===== src/rtl/mdio_mgmt_pkg.sv =====
package mdio_mgmt_pkg;

   localparam int REG_AW  = 3;
   localparam int FRAME_W = 32;
   localparam int DATA_W  = 16;
   localparam int TA_BITS = 2;

   typedef enum logic [REG_AW-1:0] {
      RA_CTRL  = 3'd0,
      RA_EVENT = 3'd1,
      RA_MASK  = 3'd2,
      RA_SPEED = 3'd3,
      RA_FRAME = 3'd4
   } reg_addr_e;

   localparam int CTRL_SRST_BIT = 0;
   localparam int CTRL_BUSY_BIT = 1;
   localparam int EVT_DONE_BIT  = 0;

   // opcode field value that marks a read frame
   localparam logic [1:0] OP_READ = 2'b10;

endpackage


===== src/rtl/mdio_mdc_gen.sv =====
module mdio_mdc_gen #(
   parameter int DIV_W = 6
) (
   input  logic             clk,
   input  logic             rst_n,
   input  logic             run,
   input  logic [DIV_W-1:0] div,
   output logic             mdc,
   output logic             rise,
   output logic             fall
);

   logic [DIV_W-1:0] cnt_q;
   logic             mdc_q;
   logic             hit;

   assign hit  = run && (div != '0) && (cnt_q >= div - 1'b1);
   assign rise = hit && !mdc_q;
   assign fall = hit && mdc_q;
   assign mdc  = mdc_q;

   always_ff @(posedge clk or negedge rst_n) begin
      if (!rst_n) begin
         cnt_q <= '0;
         mdc_q <= 1'b0;
      end else if (!run) begin
         cnt_q <= '0;
         mdc_q <= 1'b0;
      end else if (div == '0) begin
         cnt_q <= '0;
      end else if (hit) begin
         cnt_q <= '0;
         mdc_q <= !mdc_q;
      end else begin
         cnt_q <= cnt_q + 1'b1;
      end
   end


   mdc_idle_low_chk: assert property (@(posedge clk) disable iff (!rst_n)
      !run |=> !mdc_q);


   mdc_frozen_chk: assert property (@(posedge clk) disable iff (!rst_n)
      (run && div == '0) |=> $stable(mdc_q));

endmodule


===== src/rtl/mdio_frame_shifter.sv =====
module mdio_frame_shifter
   import mdio_mgmt_pkg::*;
#(
   parameter int PRE_BITS = 32
) (
   input  logic               clk,
   input  logic               rst_n,
   input  logic               srst,
   input  logic               load,
   input  logic [FRAME_W-1:0] load_word,
   input  logic               rise,
   input  logic               fall,
   input  logic               mdio_i,
   output logic               busy,
   output logic               done,
   output logic [FRAME_W-1:0] frame,
   output logic               mdio_o,
   output logic               mdio_oe
);

   localparam int TOTAL = PRE_BITS + FRAME_W;
   localparam int IDX_W = $clog2(TOTAL);
   localparam logic [IDX_W-1:0] LAST_IDX = IDX_W'(TOTAL - 1);
   localparam logic [IDX_W-1:0] REL_POS  = IDX_W'(FRAME_W - DATA_W - TA_BITS);
   localparam logic [IDX_W-1:0] SMP_POS  = IDX_W'(FRAME_W - DATA_W);

   logic               busy_q, is_rd_q;
   logic [IDX_W-1:0]   idx_q, fidx;
   logic [FRAME_W-1:0] tx_q, frame_q;
   logic               in_pre, released, sample, last;

   generate
      if (PRE_BITS > 0) begin : g_pre
         assign in_pre = idx_q < IDX_W'(PRE_BITS);
         assign fidx   = idx_q - IDX_W'(PRE_BITS);
      end else begin : g_nopre
         assign in_pre = 1'b0;
         assign fidx   = idx_q;
      end
   endgenerate

   assign last     = idx_q == LAST_IDX;
   assign released = busy_q && is_rd_q && !in_pre && (fidx >= REL_POS);
   assign sample   = rise && released && (fidx >= SMP_POS);
   assign done     = busy_q && fall && last && !srst;
   assign mdio_oe  = busy_q && !released;
   assign mdio_o   = mdio_oe && (in_pre || tx_q[FRAME_W-1]);
   assign busy     = busy_q;
   assign frame    = frame_q;

   always_ff @(posedge clk or negedge rst_n) begin
      if (!rst_n) begin
         busy_q  <= 1'b0;
         is_rd_q <= 1'b0;
         idx_q   <= '0;
         tx_q    <= '0;
         frame_q <= '0;
      end else if (srst) begin
         busy_q  <= 1'b0;
         is_rd_q <= 1'b0;
         idx_q   <= '0;
         tx_q    <= '0;
         frame_q <= '0;
      end else if (load && !busy_q) begin
         busy_q  <= 1'b1;
         is_rd_q <= load_word[FRAME_W-3 -: 2] == OP_READ;
         idx_q   <= '0;
         tx_q    <= load_word;
         frame_q <= load_word;
      end else if (busy_q) begin
         if (sample)
            frame_q[DATA_W-1:0] <= {frame_q[DATA_W-2:0], mdio_i};
         if (fall) begin
            if (last) busy_q <= 1'b0;
            else      idx_q  <= idx_q + 1'b1;
            if (!in_pre) tx_q <= tx_q << 1;
         end
      end
   end


   busy_from_load_chk: assert property (@(posedge clk) disable iff (!rst_n)
      $rose(busy_q) |-> $past(load));


   data_on_fall_chk: assert property (@(posedge clk) disable iff (!rst_n)
      (busy_q && $past(busy_q) && !$stable(mdio_o)) |-> $past(fall));


   oe_on_fall_chk: assert property (@(posedge clk) disable iff (!rst_n)
      (busy_q && $past(busy_q) && !$stable(mdio_oe)) |-> $past(fall));


   done_clears_busy_chk: assert property (@(posedge clk) disable iff (!rst_n)
      done |=> !busy_q);


   busy_load_ignored_chk: assert property (@(posedge clk) disable iff (!rst_n)
      (busy_q && load && !srst) |=> $stable(frame_q[FRAME_W-1:DATA_W]));

endmodule


===== src/rtl/mdio_mgmt_master.sv =====
module mdio_mgmt_master
   import mdio_mgmt_pkg::*;
#(
   parameter int DIV_W      = 6,
   parameter int PRE_BITS   = 32,
   parameter int RST_CYCLES = 4
) (
   input  logic              clk,
   input  logic              rst_n,
   input  logic              reg_wr,
   input  logic [REG_AW-1:0] reg_addr,
   input  logic [31:0]       reg_wdata,
   output logic [31:0]       reg_rdata,
   output logic              irq,
   output logic              mdc,
   output logic              mdio_o,
   output logic              mdio_oe,
   input  logic              mdio_i
);

   localparam int RCNT_W = $clog2(RST_CYCLES + 1);

   initial begin
      assert (DIV_W >= 1 && DIV_W <= 30) else $error("DIV_W out of range");
      assert (PRE_BITS >= 0 && PRE_BITS <= 64) else $error("PRE_BITS out of range");
      assert (RST_CYCLES >= 1) else $error("RST_CYCLES must be positive");
   end

   logic [RCNT_W-1:0] rcnt_q;
   logic              evt_q, mask_q;
   logic [DIV_W-1:0]  spd_q;
   logic              srst, wr_ok, ld, evt_clr;
   logic              busy, done, run, rise, fall;
   logic [FRAME_W-1:0] frame;

   assign srst    = rcnt_q != '0;
   assign wr_ok   = reg_wr && !srst;
   assign ld      = wr_ok && (reg_addr == RA_FRAME);
   assign evt_clr = wr_ok && (reg_addr == RA_EVENT) && reg_wdata[EVT_DONE_BIT];
   assign run     = busy && !srst;
   assign irq     = evt_q && mask_q;

   always_ff @(posedge clk or negedge rst_n) begin
      if (!rst_n) begin
         rcnt_q <= '0;
         evt_q  <= 1'b0;
         mask_q <= 1'b0;
         spd_q  <= '0;
      end else if (srst) begin
         rcnt_q <= rcnt_q - 1'b1;
         evt_q  <= 1'b0;
         mask_q <= 1'b0;
         spd_q  <= '0;
      end else begin
         evt_q <= (evt_q && !evt_clr) || done;
         if (wr_ok && reg_addr == RA_CTRL && reg_wdata[CTRL_SRST_BIT])
            rcnt_q <= RCNT_W'(RST_CYCLES);
         if (wr_ok && reg_addr == RA_MASK)
            mask_q <= reg_wdata[0];
         if (wr_ok && reg_addr == RA_SPEED)
            spd_q <= reg_wdata[DIV_W:1];
      end
   end

   always_comb begin
      reg_rdata = '0;
      case (reg_addr)
         RA_CTRL: begin
            reg_rdata[CTRL_SRST_BIT] = srst;
            reg_rdata[CTRL_BUSY_BIT] = busy;
         end
         RA_EVENT: reg_rdata[EVT_DONE_BIT] = evt_q;
         RA_MASK:  reg_rdata[0] = mask_q;
         RA_SPEED: reg_rdata[DIV_W:1] = spd_q;
         RA_FRAME: reg_rdata = frame;
         default:  reg_rdata = '0;
      endcase
   end

   mdio_mdc_gen #(.DIV_W(DIV_W)) u_mdc (
      .clk  (clk),
      .rst_n(rst_n),
      .run  (run),
      .div  (spd_q),
      .mdc  (mdc),
      .rise (rise),
      .fall (fall)
   );

   mdio_frame_shifter #(.PRE_BITS(PRE_BITS)) u_shift (
      .clk      (clk),
      .rst_n    (rst_n),
      .srst     (srst),
      .load     (ld),
      .load_word(reg_wdata),
      .rise     (rise),
      .fall     (fall),
      .mdio_i   (mdio_i),
      .busy     (busy),
      .done     (done),
      .frame    (frame),
      .mdio_o   (mdio_o),
      .mdio_oe  (mdio_oe)
   );


   done_sets_event_chk: assert property (@(posedge clk) disable iff (!rst_n)
      done |=> evt_q);


   srst_clears_chk: assert property (@(posedge clk) disable iff (!rst_n)
      srst |=> (!evt_q && !busy && !mask_q));

endmodule


===== config.mk =====
export PLATFORM = sky130hd
export DESIGN_NAME = mdio_mgmt_master
export DESIGN_NICKNAME = d
export VERILOG_FILES = /design/src/rtl/mdio_mgmt_pkg.sv /design/src/rtl/mdio_mdc_gen.sv /design/src/rtl/mdio_frame_shifter.sv /design/src/rtl/mdio_mgmt_master.sv
export SDC_FILE = /design/constraint.sdc
export NUM_CORES = 1
export LEC_CHECK = 0
export BUFFER_PORTS_ARGS = -buffer_cell sky130_fd_sc_hd__buf_2
export CORE_AREA = 3 3 87 109
export CTS_CLUSTER_DIAMETER = 200
export DETAILED_ROUTE_END_ITERATION = 8
export DIE_AREA = 0 0 90 112
export PLACE_DENSITY = 0.76
export SETUP_SLACK_MARGIN = 0.2
export SYNTH_ARGS = -nofsm -noshare
export SYNTH_HDL_FRONTEND = slang
export SYNTH_SLANG_ARGS = --single-unit

===== constraint.sdc =====
create_clock -name clk -period 3.5 [get_ports clk]
set_input_delay 1.05 -clock clk [delete_from_list [all_inputs] [get_ports clk]]
set_output_delay 1.05 -clock clk [all_outputs]
set_load 0.01 [all_outputs]

==> results_dict.tcl <==
set metrics [dict create \
    crit_required_ns 3.75 \
    route.detailed.drc 0 \
    timing.rr.end "u_shift.frame[0]$_DFFE_PN0P_" \
    power_mw 2.424 \
    grt_util_all_layers_pct 21.77 \
    sw_frac_of_total_pct 31.43 \
    power_density_nw_per_um2 452.7 \
    worstMarginPinSlew_ns 0.5128 \
    hold_depth 1 \
    ys_warn_count 0 \
    start_kind "flip-flop" \
    hold_viol 0 \
    clock-skew-final_ns 0.008961 \
    period_share_pct 90.00 \
    rsz0062_at_grt "false" \
    drtAntennaViolNets 0 \
    intPower_mw 1.662 \
    synth.most_common_cell "dfrtp_1" \
    vias 3410 \
    viasPerCell 5.712 \
    placed_area_sq_um 5155 \
    slew_headroom_pct 65.81 \
    cts_inserted_buffers 9 \
    drtIter0Drc 211 \
    ys.flop_type "dfrtp_1" \
    first_pass_iters 6 \
    critical_path.max_fanout 16 \
    synth_edf_count 0 \
    cts_hold_buf 0 \
    critPathKind "flip-flop to flip-flop" \
    crit_top_cell "buf_4" \
    antenna_found_initial 0 \
    cts_max_level 3 \
    synth_area_leaders "dfrtp_1 (49%), a22o_1 (13%), mux2_2 (8.0%)" \
    nets 522 \
    grt-ovfl-total 0 \
    worst_path_largest_cell_delay_ns 0.46 \
    synth_common_cells "dfrtp_1 (90), a22o_1 (68), mux2_2 (33)" \
    power.leakage_nw 2.702 \
    crit_buf_inv 2 \
    cts_resized 0 \
    fin_area_sq_um 5355 \
    status "completed" \
    dpl.hpwl_um 7265 \
    area_growth_pct 15.36 \
    maxSlewViolCount 0 \
    cts.sinks 90 \
    end_kind "flip-flop" \
    cts_tree "yes" \
    drive_above_1_share_pct 29.98 \
    ys_types 44 \
    synth-seq-cells 90 \
    grt_pass1_vias 3558 \
    path_cells "or3_1 -> nor3_1 -> xnor2_1 -> ha_1 -> a21oi_1 -> o221ai_1 -> buf_4 -> a31oi_4 -> buf_4 -> mux2_2" \
    fmax_ghz 0.3175 \
    die_w_um 90 \
    yosys.area.top_type "dfrtp_1" \
    critical-path-top-delay-family "simple AND/OR/NAND/NOR gates" \
    syn_inst 401 \
    arrival_ns 3.40 \
    rr_worst_depth 10 \
    clock-root-buffer "clkbuf_8" \
    ff2ff_setup_slack_ns 0.35 \
    cts_setup_buffers 0 \
    synth_area_sq_um 4642 \
    power_switching_mw 0.7619 \
    irDropWorstVdd_v 0.0002839 \
    detailedPlace.worstSlack_ns 0.3900 \
    synth-seq-area-share_pct 48.52 \
    final_util_pct 61.89 \
    setup_ws_ns 0.3500 \
    syn_nets 451 \
    coreArea_sq_um 8653 \
    fill_cells 732 \
    fin_crit_ns 3.150 \
    wl_um 10330 \
    seqPwrFrac_pct 46.0 \
    r2r_start "spd_q[2]$_DFFE_PN0P_" \
    avgSynthCellArea_sq_um 11.58 \
    wl_per_cell_um 17.30 \
    pwr-share-comb_pct 24.2 \
    hold_path_startpoint "u_shift.tx_q[4]$_DFFE_PN0P_" \
    initial_core_util_pct 53.64 \
    finalSetupTns_ns 0 \
    rows 38 \
    clkPwrFrac_pct 29.8 \
    port_buffers 74 \
    die_area_sq_um 10080 \
    n_antenna_cell 0 \
    grt_max_degree 67 \
    async_flop_share_pct 100.0 \
    worstHoldPathType "flip-flop to flip-flop" \
    synth_top_area_share_pct 48.52 \
    slowest_stage "dfrtp_1" \
    clk_latency_ns 0.36 \
    min_delay_worst_endpoint "u_shift.tx_q[4]$_DFFE_PN0P_" \
    clock_path_buffers 2 \
    path_clk_slew_ns 0.09 \
    grt_pass1_wl_um 17770 \
    ioPinCount 75 \
    die_h_um 112 \
    drv_cap 0 \
    setup_violations 0 \
    gp_congestion 0.8311 \
]
==> layer usage <==
layer	part of all wire (%)	GRT usage, %	vias up
met2	51	36.24	79
met4	3.0	10.52	0
met1	43	28.00	1691
li1	-	-	1614
met3	3.5	3.176	26
met5	0	0	-
==> power groups by stage <==
stage	registers [mW]	clock network [mW]	logic [mW]
floorplan	1.13	0	0.443
global placement	1.13	0	0.575
detailed placement	1.13	0	0.592
CTS	1.11	0.742	0.595
global route	1.12	0.792	0.646
finish	1.11	0.723	0.587
==> registers in the layout, summed over array words and instances, names as in the netlist <==
name	count
u_shift.is_rd_q	1
u_shift.busy	1
rcnt_q	3
mask_q	1
u_shift.frame	32
u_shift.idx_q	6
evt_q	1
u_shift.tx_q	32
spd_q	6
u_mdc.mdc	1
u_mdc.cnt_q	6
==> final cells by class <==
class | instances | area (sq um) | share of cell area, %
clock buffers | 9 | 123.9 | 2.313
well taps | 120 | 150.1 | 2.804
inverters | 9 | 33.78 | 0.6308
flip-flops and latches | 90 | 2252 | 42.06
clock inverters | 7 | 76.32 | 1.425
multi-input cells | 276 | 2218 | 41.43
repair buffers | 86 | 500.5 | 9.346
==> cells by family after synthesis <==
logic type	share of synthesized area, %
DFF	48.52
adders and majority gates	2.965
buffers and inverters	3.881
and+or+nand+nor	11.64
muxes	13.13
xor gates and xnor gates	1.509
AOI/OAI and AO/OA	18.36
==> cell usage in the layout, fill, tap and decap left out, drive strengths merged, types with 6 or more instances in the layout <==
master  Yosys  final
and2       26     26
and3        6      6
nor2       12     12
mux2i       8      8
o21ai      11     11
nand3      10     10
clkbuf     12      9
a21oi       9      9
dfrtp      90     90
nand2      24     24
inv         9     11
a22o       68     68
ha         11     11
buf        14     86
mux2       47     47
==> how the worst max path moves through the flow <==
stage                    startpoint                      endpoint  cells after the start
5_1_grt        spd_q[2]$_DFFE_PN0P_  u_shift.frame[2]$_DFFE_PN0P_                     10
3_5_place_dp   spd_q[2]$_DFFE_PN0P_  u_shift.frame[7]$_DFFE_PN0P_                     10
4_1_cts        spd_q[2]$_DFFE_PN0P_  u_shift.frame[3]$_DFFE_PN0P_                     10
3_3_place_gp            reg_addr[2]   u_shift.tx_q[1]$_DFFE_PN0P_                      8
2_1_floorplan  spd_q[2]$_DFFE_PN0P_  u_shift.tx_q[24]$_DFFE_PN0P_                      9
6_report       spd_q[2]$_DFFE_PN0P_  u_shift.frame[0]$_DFFE_PN0P_                     10
==> stage by stage <==
stage,instances,hold slack (ns)
after floorplan,401,0.4547
after global placement,581,0.4744
after detailed placement,581,0.4761
after CTS,597,0.5022
after global routing,597,0.5102
final,597,0.4973
==> worst reg2reg max path: stages (launching register included) <==
cell and delay (ns):
dfrtp_1 0.46, or3_1 0.45, nor3_1 0.21, xnor2_1 0.15
ha_1 0.27, a21oi_1 0.21, o221ai_1 0.29, buf_4 0.25
a31oi_4 0.12, buf_4 0.27, mux2_2 0.37
Power figures use the tool's default switching activity.
